$ cat config.mk
export PLATFORM = sky130hd
export DESIGN_NAME = sdma_desc_writer
export DESIGN_NICKNAME = d
export VERILOG_FILES = /design/src/rtl/sdma_pkg.sv /design/src/rtl/sdma_ring_ptr.sv /design/src/rtl/sdma_space.sv /design/src/rtl/sdma_desc_pack.sv /design/src/rtl/sdma_desc_writer.sv
export SDC_FILE = /design/constraint.sdc
export NUM_CORES = 1
export LEC_CHECK = 0
export ABC_AREA = 0
export BUFFER_PORTS_ARGS = -buffer_cell sky130_fd_sc_hd__buf_2
export CELL_PAD_IN_SITES_DETAIL_PLACEMENT = 0
export CELL_PAD_IN_SITES_GLOBAL_PLACEMENT = 2
export CORE_UTILIZATION = 30
export CTS_BUF_LIST = sky130_fd_sc_hd__clkbuf_8
export DETAILED_ROUTE_END_ITERATION = 7
export PLACE_DENSITY = 0.91
export SETUP_SLACK_MARGIN = 0.15
export SKIP_LAST_GASP = 1
export SYNTH_ARGS = -nofsm -noshare
export SYNTH_HDL_FRONTEND = slang
export SYNTH_SLANG_ARGS = --single-unit
$ cat constraint.sdc
create_clock -name clk -period 4.9 [get_ports clk]
set_input_delay 0.49 -clock clk [delete_from_list [all_inputs] [get_ports clk]]
set_output_delay 0.49 -clock clk [all_outputs]
set_load 0.01 [all_outputs]
$ cat src/rtl/sdma_pkg.sv
package sdma_pkg;

  localparam int DESC_ADDR_W = 48;
  localparam int DW_CNT_W    = 11;

  // word 0 bits 15..11, most significant first
  typedef struct packed {
    logic irq;
    logic big_buf;
    logic head_wb;
    logic first;
    logic last;
  } dflag_t;

  // byte length to whole dwords, rounded up
  function automatic logic [DW_CNT_W-1:0] bytes_to_dw(input logic [15:0] nbytes);
    logic [16:0] sum;
    sum = {1'b0, nbytes} + 17'd3;
    return sum[12:2];
  endfunction

  function automatic logic [63:0] make_w0(input logic [DESC_ADDR_W-1:0] addr,
                                          input logic [1:0] gen,
                                          input logic [DW_CNT_W-1:0] cnt,
                                          input dflag_t flg,
                                          input logic [DW_CNT_W-1:0] off);
    return {addr[31:2], 2'b00, gen, 3'b000, cnt, flg, off};
  endfunction

  function automatic logic [63:0] make_w1(input logic [DESC_ADDR_W-1:0] addr);
    return {48'd0, addr[47:32]};
  endfunction

endpackage

$ cat src/rtl/sdma_ring_ptr.sv
module sdma_ring_ptr #(
  parameter int DEPTH = 256,
  localparam int IDX_W = $clog2(DEPTH)
) (
  input  logic             clk,
  input  logic             rst_n,
  input  logic             step,
  input  logic             publish,
  output logic [IDX_W-1:0] cur_idx,
  output logic [1:0]       cur_gen,
  output logic [IDX_W-1:0] nxt_idx,
  output logic [IDX_W-1:0] tail_idx,
  output logic             wrap
);

  localparam logic [IDX_W-1:0] LAST_SLOT = IDX_W'(DEPTH - 1);

  logic [IDX_W-1:0] cur_q, tail_q;
  logic [1:0]       gen_q;

  assign wrap     = step && (cur_q == LAST_SLOT);
  assign nxt_idx  = (cur_q == LAST_SLOT) ? '0 : cur_q + 1'b1;
  assign cur_idx  = cur_q;
  assign cur_gen  = gen_q;
  assign tail_idx = tail_q;

  always_ff @(posedge clk) begin
    if (!rst_n) begin
      cur_q  <= '0;
      tail_q <= '0;
      gen_q  <= 2'd0;
    end else if (step) begin
      cur_q <= nxt_idx;
      if (wrap) gen_q <= gen_q + 2'd1;
      if (publish) tail_q <= nxt_idx;
    end
  end

endmodule

$ cat src/rtl/sdma_space.sv
module sdma_space #(
  parameter int DEPTH = 256,
  localparam int IDX_W = $clog2(DEPTH)
) (
  input  logic           clk,
  input  logic           rst_n,
  input  logic           publish,
  input  logic [IDX_W:0] pub_num,
  input  logic           ret_valid,
  input  logic [IDX_W:0] ret_num,
  output logic [IDX_W:0] free_cnt
);

  logic [IDX_W:0] added_q, removed_q, outstanding;

  assign outstanding = added_q - removed_q;
  assign free_cnt    = (IDX_W+1)'(DEPTH - 1) - outstanding;

  always_ff @(posedge clk) begin
    if (!rst_n) begin
      added_q   <= '0;
      removed_q <= '0;
    end else begin
      if (publish)   added_q   <= added_q + pub_num;
      if (ret_valid) removed_q <= removed_q + ret_num;
    end
  end

endmodule

$ cat src/rtl/sdma_desc_pack.sv
module sdma_desc_pack
  import sdma_pkg::*;
#(
  parameter int MAX_SEG     = 4,
  parameter int SEG_BYTES_W = 12,
  parameter int SEL_W       = 4
) (
  input  logic [DESC_ADDR_W-1:0]         hdr_addr,
  input  logic [DW_CNT_W-1:0]            hdr_dw,
  input  logic [MAX_SEG*DESC_ADDR_W-1:0] seg_addr,
  input  logic [MAX_SEG*SEG_BYTES_W-1:0] seg_bytes,
  input  logic [SEL_W-1:0]               sel,
  input  logic                           is_last,
  input  logic                           big_buf,
  input  logic                           head_wb,
  input  logic                           irq,
  input  logic [1:0]                     gen,
  input  logic [DW_CNT_W-1:0]            run_off,
  output logic [63:0]                    w0,
  output logic [63:0]                    w1,
  output logic [DW_CNT_W-1:0]            cur_dw
);

  logic [DESC_ADDR_W-1:0] addr_a [MAX_SEG];
  logic [DW_CNT_W-1:0]    dw_a   [MAX_SEG];

  for (genvar i = 0; i < MAX_SEG; i++) begin : g_seg
    assign addr_a[i] = seg_addr[i*DESC_ADDR_W +: DESC_ADDR_W];
    assign dw_a[i]   = bytes_to_dw(16'(seg_bytes[i*SEG_BYTES_W +: SEG_BYTES_W]));
  end

  logic [DESC_ADDR_W-1:0] pick_addr;
  logic [DW_CNT_W-1:0]    pick_dw;
  logic [DW_CNT_W-1:0]    pick_off;
  dflag_t                 flg;

  always_comb begin
    pick_addr = hdr_addr;
    pick_dw   = hdr_dw;
    pick_off  = '0;
    for (int i = 0; i < MAX_SEG; i++) begin
      if (sel == SEL_W'(i + 1)) begin
        pick_addr = addr_a[i];
        pick_dw   = dw_a[i];
        pick_off  = run_off;
      end
    end
    flg.first   = (sel == '0);
    flg.last    = is_last;
    flg.big_buf = big_buf;
    flg.head_wb = is_last && head_wb;
    flg.irq     = is_last && irq;
  end

  assign w0     = make_w0(pick_addr, gen, pick_dw, flg, pick_off);
  assign w1     = make_w1(pick_addr);
  assign cur_dw = pick_dw;

endmodule

$ cat src/rtl/sdma_desc_writer.sv
module sdma_desc_writer
  import sdma_pkg::*;
#(
  parameter int DEPTH       = 256,
  parameter int MAX_SEG     = 4,
  parameter int SEG_BYTES_W = 12,
  localparam int IDX_W      = $clog2(DEPTH),
  localparam int SEGCNT_W   = $clog2(MAX_SEG + 1)
) (
  input  logic                           clk,
  input  logic                           rst_n,
  input  logic                           req_valid,
  output logic                           req_ready,
  input  logic [DESC_ADDR_W-1:0]         req_hdr_addr,
  input  logic [DW_CNT_W-1:0]            req_hdr_dw,
  input  logic [SEGCNT_W-1:0]            req_seg_cnt,
  input  logic [MAX_SEG*DESC_ADDR_W-1:0] req_seg_addr,
  input  logic [MAX_SEG*SEG_BYTES_W-1:0] req_seg_bytes,
  input  logic                           req_large,
  input  logic                           req_headwb,
  input  logic                           req_intr,
  output logic                           req_busy,
  input  logic                           ret_valid,
  input  logic [IDX_W:0]                 ret_num,
  output logic                           desc_we,
  output logic [IDX_W-1:0]               desc_idx,
  output logic [63:0]                    desc_w0,
  output logic [63:0]                    desc_w1,
  output logic [IDX_W-1:0]               tail_idx,
  output logic [IDX_W:0]                 free_cnt,
  output logic                           acc_pulse,
  output logic [IDX_W-1:0]               acc_start,
  output logic [IDX_W-1:0]               acc_next
);

  localparam int NEED_W = SEGCNT_W + 1;

  // request latch
  logic                           emitting_q;
  logic [DESC_ADDR_W-1:0]         hdr_addr_q;
  logic [DW_CNT_W-1:0]            hdr_dw_q;
  logic [MAX_SEG*DESC_ADDR_W-1:0] seg_addr_q;
  logic [MAX_SEG*SEG_BYTES_W-1:0] seg_bytes_q;
  logic                           large_q, headwb_q, intr_q;
  logic [NEED_W-1:0]              n_q, k_q;
  logic [DW_CNT_W-1:0]            off_q;
  logic [IDX_W-1:0]               start_q, acc_next_q;
  logic                           busy_q, acc_q;

  // named internal events
  logic [SEGCNT_W-1:0] seg_cnt_eff;
  logic [NEED_W-1:0]   need;
  logic                fits, accept, refuse, emit_last;
  logic                ring_wrap;

  logic [IDX_W-1:0]    cur_idx, nxt_idx;
  logic [1:0]          cur_gen;
  logic [DW_CNT_W-1:0] cur_dw;

  assign seg_cnt_eff = (req_seg_cnt > SEGCNT_W'(MAX_SEG)) ? SEGCNT_W'(MAX_SEG) : req_seg_cnt;
  assign need        = {1'b0, seg_cnt_eff} + NEED_W'(1);
  assign fits        = (IDX_W+1)'(need) <= free_cnt;
  assign req_ready   = !emitting_q;
  assign accept      = req_valid && req_ready && fits;
  assign refuse      = req_valid && req_ready && !fits;
  assign emit_last   = emitting_q && (k_q == n_q - NEED_W'(1));

  sdma_ring_ptr #(.DEPTH(DEPTH)) u_ring (
    .clk      (clk),
    .rst_n    (rst_n),
    .step     (emitting_q),
    .publish  (emit_last),
    .cur_idx  (cur_idx),
    .cur_gen  (cur_gen),
    .nxt_idx  (nxt_idx),
    .tail_idx (tail_idx),
    .wrap     (ring_wrap)
  );

  sdma_space #(.DEPTH(DEPTH)) u_space (
    .clk       (clk),
    .rst_n     (rst_n),
    .publish   (emit_last),
    .pub_num   ((IDX_W+1)'(n_q)),
    .ret_valid (ret_valid),
    .ret_num   (ret_num),
    .free_cnt  (free_cnt)
  );

  sdma_desc_pack #(
    .MAX_SEG     (MAX_SEG),
    .SEG_BYTES_W (SEG_BYTES_W),
    .SEL_W       (NEED_W)
  ) u_pack (
    .hdr_addr  (hdr_addr_q),
    .hdr_dw    (hdr_dw_q),
    .seg_addr  (seg_addr_q),
    .seg_bytes (seg_bytes_q),
    .sel       (k_q),
    .is_last   (emit_last),
    .big_buf   (large_q),
    .head_wb   (headwb_q),
    .irq       (intr_q),
    .gen       (cur_gen),
    .run_off   (off_q),
    .w0        (desc_w0),
    .w1        (desc_w1),
    .cur_dw    (cur_dw)
  );

  always_ff @(posedge clk) begin
    if (!rst_n) begin
      emitting_q  <= 1'b0;
      hdr_addr_q  <= '0;
      hdr_dw_q    <= '0;
      seg_addr_q  <= '0;
      seg_bytes_q <= '0;
      large_q     <= 1'b0;
      headwb_q    <= 1'b0;
      intr_q      <= 1'b0;
      n_q         <= '0;
      k_q         <= '0;
      off_q       <= '0;
      start_q     <= '0;
      acc_next_q  <= '0;
      busy_q      <= 1'b0;
      acc_q       <= 1'b0;
    end else begin
      busy_q <= refuse;
      acc_q  <= emit_last;
      if (accept) begin
        emitting_q  <= 1'b1;
        hdr_addr_q  <= req_hdr_addr;
        hdr_dw_q    <= req_hdr_dw;
        seg_addr_q  <= req_seg_addr;
        seg_bytes_q <= req_seg_bytes;
        large_q     <= req_large;
        headwb_q    <= req_headwb;
        intr_q      <= req_intr;
        n_q         <= need;
        k_q         <= '0;
        off_q       <= req_hdr_dw;
        start_q     <= cur_idx;
      end else if (emitting_q) begin
        k_q <= k_q + NEED_W'(1);
        if (k_q != '0) off_q <= off_q + cur_dw;
        if (emit_last) begin
          emitting_q <= 1'b0;
          acc_next_q <= nxt_idx;
        end
      end
    end
  end

  assign desc_we   = emitting_q;
  assign desc_idx  = cur_idx;
  assign req_busy  = busy_q;
  assign acc_pulse = acc_q;
  assign acc_start = start_q;
  assign acc_next  = acc_next_q;

endmodule

# [After elaboration in Yosys (flattened, before gate mapping)]
# Cells that the tools add are included.
[totals] output_inout_bits=173 register_bits=376 in_bits=318 elab_cells=82 mem_count=0 latch_bits=0 mem_bits_rw=0 rom_bits=0
[op_classes] n_bitwise=2 div=0 n_mux=20 addsub=14 reduce_logical=18 n_eq_ne=6 n_shift=0 magnitude_cmp=2 multipliers=0
[op_table] operator="48-bit two-way mux" n=4
[op_table] operator="11-bit two-way mux" n=11
[op_table] operator="12-bit by 2-bit adder with 13-bit output (second input constant)" n=4
[op_table] operator="11-bit adder" n=1
[op_table] operator="9-bit by 4-bit adder with 9-bit output" n=1
[op_table] operator="9-bit adder" n=1
[op_table] operator="4-bit by 9-bit <= comparator with 1-bit output" n=1
[op_table] operator="8-bit by 9-bit subtractor with 9-bit output (first input constant)" n=1
[op_table] operator="9-bit subtractor" n=1
[op_table] operator="8-bit by 1-bit adder with 8-bit output (second input constant)" n=1
[op_table] operator="4-bit by 2-bit equality test with 1-bit output (second input constant)" n=2
[op_table] operator="8-bit equality test (second input constant)" n=1
[op_table] operator="8-bit two-way mux" n=1
[op_table] operator="1-bit logical AND" n=7
[op_table] operator="2-bit AND reduction" n=3
[op_table] operator="3-bit by 1-bit adder with 4-bit output (second input constant)" n=1
[op_table] operator="4-bit by 1-bit adder with 4-bit output (second input constant)" n=1
[op_table] operator="4-bit by 1-bit equality test with 1-bit output (second input constant)" n=1
[op_table] operator="4-bit by 3-bit equality test with 1-bit output (second input constant)" n=1
[op_table] operator="4-bit equality test" n=1
[op_table] operator="4-bit zero test" n=1
[op_table] operator="2-bit nonzero test" n=2
[op_table] operator="4-bit nonzero test" n=1
[op_table] operator="4-bit by 1-bit subtractor with 4-bit output (second input constant)" n=1
[op_table] operator="8 further kinds" n=12

# [Depth between registers and ports, before layout]
[logic_depth] depth_word=9 ltp_mapped=19

# [Cells and area by module]
# From an unflattened synthesis, not the netlist that was laid out.
[hier_totals] cells_unflattened=2601 hier_area_um2=20180.6
[modules_own_cells] module="sdma_desc_writer" area_each_um2=13681.9 cells_per_inst=1645 instances=1 seq_area_each_um2=6806.5
[modules_own_cells] module="sdma_desc_pack" area_each_um2=3737.3 cells_per_inst=632 instances=1 seq_area_each_um2=0.0
[modules_own_cells] module="sdma_space" area_each_um2=1873.0 cells_per_inst=217 instances=1 seq_area_each_um2=360.3
[modules_own_cells] module="sdma_ring_ptr" area_each_um2=888.4 cells_per_inst=107 instances=1 seq_area_each_um2=360.3

# [Least setup slack after synthesis]
# No wires, ideal clock.
[synth_timing] path_kind="flip-flop to flip-flop" start="register k_q[0]" end="register off_q[10]" period_less_slack_ns=3.866 stages_incl_launch_ff=18 setup_slack_ns=1.034 setup_ns=0.116 arrival_ns=3.749 cell_sequence="dfxtp_1 > ha_1 > nor3b_1 > clkbuf_1 > buf_1 > nand2_1 > o211ai_1 > o211ai_1 > o211ai_1 > o21ai_0 > ha_1 > nor2b_1 > o31a_1 > o21a_1 > o41ai_1 > xor2_1 > nor2b_1 > o211a_1"
[synth_between] elab_chain_cells=9 word_cells_on_any_way=15
[synth_lines] item="start: declaration" line="sdma_desc_writer.sv:45" rtl="logic [NEED_W-1:0] n_q, k_q;"
[synth_lines] item="start signal: assignment" line="sdma_desc_writer.sv:145" rtl="k_q <= k_q + NEED_W'(1);"
[synth_lines] item="4-bit by 1-bit equality test with 1-bit output" line="sdma_desc_pack.sv:42" rtl="if (sel == SEL_W'(i + 1)) begin"
[synth_lines] item="11-bit two-way mux (3 in a row)" line="sdma_desc_pack.sv:42"
[synth_lines] item="11-bit two-way mux *" line="sdma_desc_pack.sv:42"
[synth_lines] item="net desc_w0[18]" line="sdma_desc_writer.sv:27" rtl="output logic [63:0] desc_w0,"
[synth_lines] item="11-bit adder *" line="sdma_desc_writer.sv:146" rtl="if (k_q != '0) off_q <= off_q + cur_dw;"
[synth_lines] item="11-bit two-way mux *" line="sdma_desc_writer.sv:146"
[synth_lines] item="11-bit two-way mux *" line="sdma_desc_writer.sv:144" rtl="end else if (emitting_q) begin"
[synth_lines] item="11-bit two-way mux *" line="sdma_desc_writer.sv:131" rtl="if (accept) begin"
[synth_lines] item="end signal: assignment" line="sdma_desc_writer.sv:142" rtl="off_q <= req_hdr_dw;"
[synth_lines] item="end signal: assignment" line="sdma_desc_writer.sv:146"
[synth_lines] item="end: declaration" line="sdma_desc_writer.sv:46" rtl="logic [DW_CNT_W-1:0] off_q;"
# Mark *: on every way through the listed nets, which the timed path passes. The rest lies on a longest branch. The select of a mux whose other input is x is not followed.
# A chain may end at the register's enable or synchronous reset.

# [Final worst setup path]
[layout_timing] start="register k_q[0]" end="output desc_w0[56]"
[layout_between] elab_chain_cells=5 word_cells_on_any_way=8
[layout_lines] item="4-bit by 1-bit equality test with 1-bit output" line="sdma_desc_pack.sv:42"
[layout_lines] item="48-bit two-way mux (3 in a row)" line="sdma_desc_pack.sv:42"
[layout_lines] item="48-bit two-way mux *" line="sdma_desc_pack.sv:42"
[layout_lines] item="end: declaration" line="sdma_desc_writer.sv:27"
# Every way passes the cells marked *; elsewhere a longest branch is shown, timed or not.

==> flow_summary.html <==
<table>
<tr><th>Metric</th><th>Value</th></tr>
<tr><th colspan="2">Yosys</th></tr>
<tr><td>Area fraction of the dominant cell type after synthesis</td><td>40.2%</td></tr>
<tr><td>Mean area per synthesized cell</td><td>7.63 sq um</td></tr>
<tr><td>Cell types with the largest area share after synthesis</td><td>sky130_fd_sc_hd__dfxtp_1 40%, sky130_fd_sc_hd__nand2_1 10%, sky130_fd_sc_hd__nand3_1 9.0%</td></tr>
<tr><td>Count of flip-flops with a built-in enable after synthesis</td><td>0</td></tr>
<tr><td>Number of standard cells after synthesis</td><td>between 2000 and 2500</td></tr>
<tr><td>Most repeated cell in the gate-level netlist after synthesis</td><td>sky130_fd_sc_hd__nand2_1</td></tr>
<tr><td>Share of synthesized cell area in full adder, half adder and majority cells</td><td>approximately 3.7%</td></tr>
<tr><td>Post-synthesis compound-gate area fraction</td><td>between 10% and 20%</td></tr>
<tr><td>Xor/xnor share of the synthesized area</td><td>roughly 3.7%</td></tr>
<tr><td>Post-synth ARST share</td><td>0%</td></tr>
<tr><td>Largest family of logic cells by synthesized area</td><td>simple AND/OR/NAND/NOR gates</td></tr>
<tr><td>Total number of yosys warnings</td><td>0</td></tr>
<tr><td>Unique masters post-synth</td><td>between 60 and 70</td></tr>
<tr><td>Multiplexer share of the synthesized area</td><td>0.722%</td></tr>
<tr><td>Dominant synthesized flop cell</td><td>sky130_fd_sc_hd__dfxtp_1</td></tr>
<tr><td>Post-synthesis sequential area ratio</td><td>40.2%</td></tr>
<tr><td>Top cells by instance count after synthesis</td><td>493 x sky130_fd_sc_hd__nand2_1, 366 x sky130_fd_sc_hd__dfxtp_1, 329 x sky130_fd_sc_hd__nand3_1, 190 x sky130_fd_sc_hd__o21ai_0, 158 x sky130_fd_sc_hd__o21ai_1</td></tr>
<tr><td>Share of synthesized cell area in and, or, nand and nor gates</td><td>24.8%</td></tr>
<tr><td>FF+latch count, synth</td><td>~370</td></tr>
<tr><td>Cell taking the most area after synthesis</td><td>sky130_fd_sc_hd__dfxtp_1</td></tr>
<tr><td>Post-synthesis instance area</td><td>0.0182 sq mm</td></tr>
<tr><th colspan="2">Global route</th></tr>
<tr><td>All-layer global routing usage</td><td>18.8%</td></tr>
<tr><td>Via count of the first global-routing pass</td><td>around 17000</td></tr>
<tr><td>Remaining global-route overflow</td><td>0</td></tr>
<tr><td>Pin count of the biggest net entering global routing</td><td>148</td></tr>
<tr><td>First-pass GRT wire length</td><td>just over 90000 um</td></tr>
<tr><td>Number of antenna violations at the first check in global routing</td><td>18</td></tr>
<tr><th colspan="2">Timing</th></tr>
<tr><td>Final worst setup slack</td><td>roughly 810 ps</td></tr>
<tr><td>Final number of hold-violating endpoints</td><td>0</td></tr>
<tr><td>Worst clock skew on the final layout</td><td>between 30 and 40 ps</td></tr>
<tr><td>Shortest period the worst path allows</td><td>between 4000 and 5000 ps</td></tr>
<tr><td>Share of the cycle needed by the critical path after routing</td><td>between 80% and 90%</td></tr>
<tr><td>Relative max-transition margin</td><td>between 30% and 40%</td></tr>
<tr><td>Highest attainable clock frequency</td><td>244 MHz</td></tr>
<tr><td>Setup TNS after final layout</td><td>0 ps</td></tr>
<tr><td>Slew Limit Fails</td><td>0</td></tr>
<tr><td>Final number of setup-violating endpoints</td><td>0</td></tr>
<tr><td>Actual slew at the worst max-slew pin</td><td>about 900 ps</td></tr>
<tr><td>Setup repair after global routing missed its margin</td><td>false</td></tr>
<tr><th colspan="2">Pwr</th></tr>
<tr><td>Switching Power</td><td>~2400 uW</td></tr>
<tr><td>Sw Share</td><td>a little under a third</td></tr>
<tr><td>Static leakage power</td><td>around 0.0096 uW</td></tr>
<tr><td>Design internal power</td><td>between 5000 and 6000 uW</td></tr>
<tr><td>Fraction of power consumed by the clock network</td><td>38.1%</td></tr>
<tr><td>Power per standard cell area</td><td>between 300 and 400 mW/mm^2</td></tr>
<tr><td>Flop pwr share</td><td>about 44%</td></tr>
<tr><td>Maximum ir drop on the vdd rail</td><td>0.171 mV</td></tr>
<tr><td>Comb power frac</td><td>between 10% and 20%</td></tr>
<tr><th colspan="2">Critical path</th></tr>
<tr><td>Start-to-end type of the worst setup path</td><td>register to output pin</td></tr>
<tr><td>Stage delay of the slowest cell on the critical path</td><td>roughly 590 ps</td></tr>
<tr><td>Cell-by-cell trace of the critical path</td><td>inv_1 -&gt; ha_1 -&gt; or3b_1 -&gt; nor2_4 -&gt; buf_4 -&gt; a222oi_1 -&gt; a21oi_1 -&gt; buf_2</td></tr>
<tr><td>Critical-path maximum fanout</td><td>46</td></tr>
<tr><td>Sort of element at the end of the critical path</td><td>output pin</td></tr>
<tr><td>Startpoint type of the worst setup path</td><td>register</td></tr>
<tr><td>Data arrival, critical path</td><td>3600 ps</td></tr>
<tr><td>WP data required</td><td>4410 ps</td></tr>
<tr><td>Slowest cell on the critical path</td><td>sky130_fd_sc_hd__buf_4</td></tr>
<tr><th colspan="2">CTS</th></tr>
<tr><td>Post-CTS clock slew at the launch and capture registers of the worst setup and hold paths</td><td>~60 ps</td></tr>
<tr><td>CTS HTree Levels</td><td>3</td></tr>
<tr><td>Number of gates resized after CTS</td><td>0</td></tr>
<tr><td>Clock root buffer</td><td>sky130_fd_sc_hd__clkbuf_8</td></tr>
<tr><td>Number of CTS-inserted buffers</td><td>71</td></tr>
<tr><td>Clock buffer depth</td><td>3</td></tr>
<tr><td>Post-CTS setup buffers</td><td>0</td></tr>
<tr><td>Hold-fix buffer count after cts</td><td>0</td></tr>
<tr><td>TritonCTS clock tree</td><td>yes</td></tr>
<tr><td>Clk_lat worst skew</td><td>roughly 640 ps</td></tr>
<tr><td>Clock tree sinks</td><td>between 300 and 400</td></tr>
<tr><th colspan="2">Status</th></tr>
<tr><td>Outcome</td><td>finished, violations left</td></tr>
<tr><td>Failing checks</td><td>design-rule violations</td></tr>
<tr><th colspan="2">Floorplan</th></tr>
<tr><td>Die height</td><td>around 250 um</td></tr>
<tr><td>Die Wd</td><td>248 um</td></tr>
<tr><td>Top-level I/O count</td><td>between 400 and 500</td></tr>
<tr><td>DIE AREA</td><td>slightly above 0.06 sq mm</td></tr>
<tr><td>Core area</td><td>between 0.05 and 0.06 sq mm</td></tr>
<tr><td>Row count</td><td>just under 90</td></tr>
<tr><td>Starting density of the core</td><td>a little under a third</td></tr>
<tr><th colspan="2">Finish</th></tr>
<tr><td>Area taken by multi-input logic gates</td><td>0.00952 sq mm</td></tr>
<tr><td>Number of inserted filler cells in the final layout</td><td>approximately 6400</td></tr>
<tr><td>Footprint of the flip-flops and latches</td><td>0.00733 sq mm</td></tr>
<tr><td>Post-layout net count</td><td>around 3100</td></tr>
<tr><td>Share of final-layout standard cells stronger than drive strength 1</td><td>around a fifth</td></tr>
<tr><td>Area grow syn2layout</td><td>20.1%</td></tr>
<tr><th colspan="2">Route</th></tr>
<tr><td>Number of remaining DRC errors</td><td>1</td></tr>
<tr><td>Via count</td><td>around 18000</td></tr>
<tr><td>First-pass iteration count of the detailed router</td><td>8</td></tr>
<tr><td>Post-DR wirelength/cell</td><td>roughly 17 um</td></tr>
<tr><td>Antenna viol nets, final</td><td>0</td></tr>
<tr><td>Vias per cell</td><td>roughly 5</td></tr>
<tr><td>Final WL</td><td>between 60000 and 70000 um</td></tr>
<tr><td>Violation count after the first detailed-routing iteration</td><td>1229</td></tr>
<tr><th colspan="2">Placement</th></tr>
<tr><td>Worst slack, placed</td><td>roughly 920 ps</td></tr>
<tr><td>Dpl hpwl</td><td>roughly 43000 um</td></tr>
<tr><td>Port buffer count</td><td>roughly 430</td></tr>
<tr><td>Final RePlAce weighted congestion</td><td>a little under 0.9</td></tr>
<tr><th colspan="2">Min path</th></tr>
<tr><td>Hold Path Class</td><td>primary input to register</td></tr>
<tr><th colspan="2">Flow run</th></tr>
<tr><td>Max capacitance violation total</td><td>0</td></tr>
</table>
-- power by group through the flow --
stage / Clock [uW] / Sequential (uW) / Combinational [uW]
floorplan: 0 / 3360 / 1000
global placement: 0 / 3390 / 1390
detailed placement: 0 / 3400 / 1420
CTS: 3040 / 3340 / 1430
global route: 3170 / 3360 / 1590
finish: 2920 / 3340 / 1410
-- worst max-delay path, delay by kind of cell, from the launching register on --
kind	cells	cell delay, ps
AO/OA/AOI/OAI	2	570
adder cells (fa/ha/maj)	1	310
buffers and inverters	3	860
flip-flops	1	380
AND/OR/NAND/NOR	2	760
-- placed cells by master, fill, tap and decap left out, types with 10 or more instances in the layout --
| cell | instances |
|---|---|
| sky130_fd_sc_hd__and2_1 | 16 |
| sky130_fd_sc_hd__xor2_1 | 36 |
| sky130_fd_sc_hd__buf_4 | 23 |
| sky130_fd_sc_hd__nand4_1 | 10 |
| sky130_fd_sc_hd__buf_2 | 426 |
| sky130_fd_sc_hd__clkbuf_8 | 80 |
| sky130_fd_sc_hd__o211ai_1 | 18 |
| sky130_fd_sc_hd__inv_1 | 70 |
| sky130_fd_sc_hd__ha_1 | 48 |
| sky130_fd_sc_hd__nand2_1 | 493 |
| sky130_fd_sc_hd__nor2_1 | 115 |
| sky130_fd_sc_hd__buf_12 | 11 |
| sky130_fd_sc_hd__nand3_1 | 329 |
| sky130_fd_sc_hd__diode_2 | 10 |
| sky130_fd_sc_hd__mux2i_1 | 12 |
| sky130_fd_sc_hd__a222oi_1 | 46 |
| sky130_fd_sc_hd__nor3_1 | 15 |
| sky130_fd_sc_hd__a21oi_1 | 93 |
| sky130_fd_sc_hd__o21ai_1 | 157 |
| sky130_fd_sc_hd__nor2b_1 | 13 |
| sky130_fd_sc_hd__dfxtp_1 | 366 |
| sky130_fd_sc_hd__conb_1 | 54 |
| sky130_fd_sc_hd__xnor2_1 | 35 |
| sky130_fd_sc_hd__o21ai_0 | 190 |
-- state kept, by name, summed over array words and instances, names as in the netlist, 8 cells and up --
name and flops:
acc_next 8, acc_start 8, hdr_addr_q 46, hdr_dw_q 11
off_q 11, seg_addr_q 184, seg_bytes_q 48, u_ring.cur_idx 8
u_ring.tail_idx 8, u_space.added_q 9, u_space.removed_q 9
-- layer usage --
layer  track usage [%]  part of all wire [%]
met3              4.82                   7.2
met1              23.1                    43
met5                 0                  0.18
met4              5.60                   2.5
met2              31.9                    47
-- area by class of cell --
cell class | instances | share of cell area [%]
multi-input combinational | 1782 | 43.5
sequential | 366 | 33.5
timing repair buffer | 461 | 11.6
clock buffer | 80 | 5.04
tap | 773 | 4.42
clock inverter | 42 | 1.01
inverter | 42 | 0.721
antenna | 10 | 0.114
-- metrics by stage --
stage	hold slack, ps	util [%]	instance area [sq um]	std cells	power (uW)
after CTS	3.96	36.7	21800	3546	7800
after global placement	433	34.5	20500	3424	4780
after detailed placement	440	34.5	20500	3424	4820
final	73.4	36.8	21900	3556	7680
after global routing	18.2	36.7	21800	3549	8120
after floorplan	435	-	18400	2440	4360
-- path summary, 6_finish.rpt --
kind | endpoint | start | depth (start not counted) | slack (ps)
hold / removal | seg_addr_q[18] | req_seg_addr[18] | 3 | 70
hold reg to reg | acc_next[7] | acc_next[7] | 2 | 450
setup / recovery | desc_w0[56] | k_q[0] | 8 | 810
setup reg to reg | off_q[10] | k_q[0] | 17 | 900
-- kinds of logic after synthesis --
group / Yosys count
XOR/XNOR: 73
AO/OA/AOI/OAI: 563
adder cells (fa/ha/maj): 52
buffers and inverters: 292
multiplexers: 13
other: 1
AND/OR/NAND/NOR: 1027
flip-flops: 366
Power figures use the tool's default switching activity.
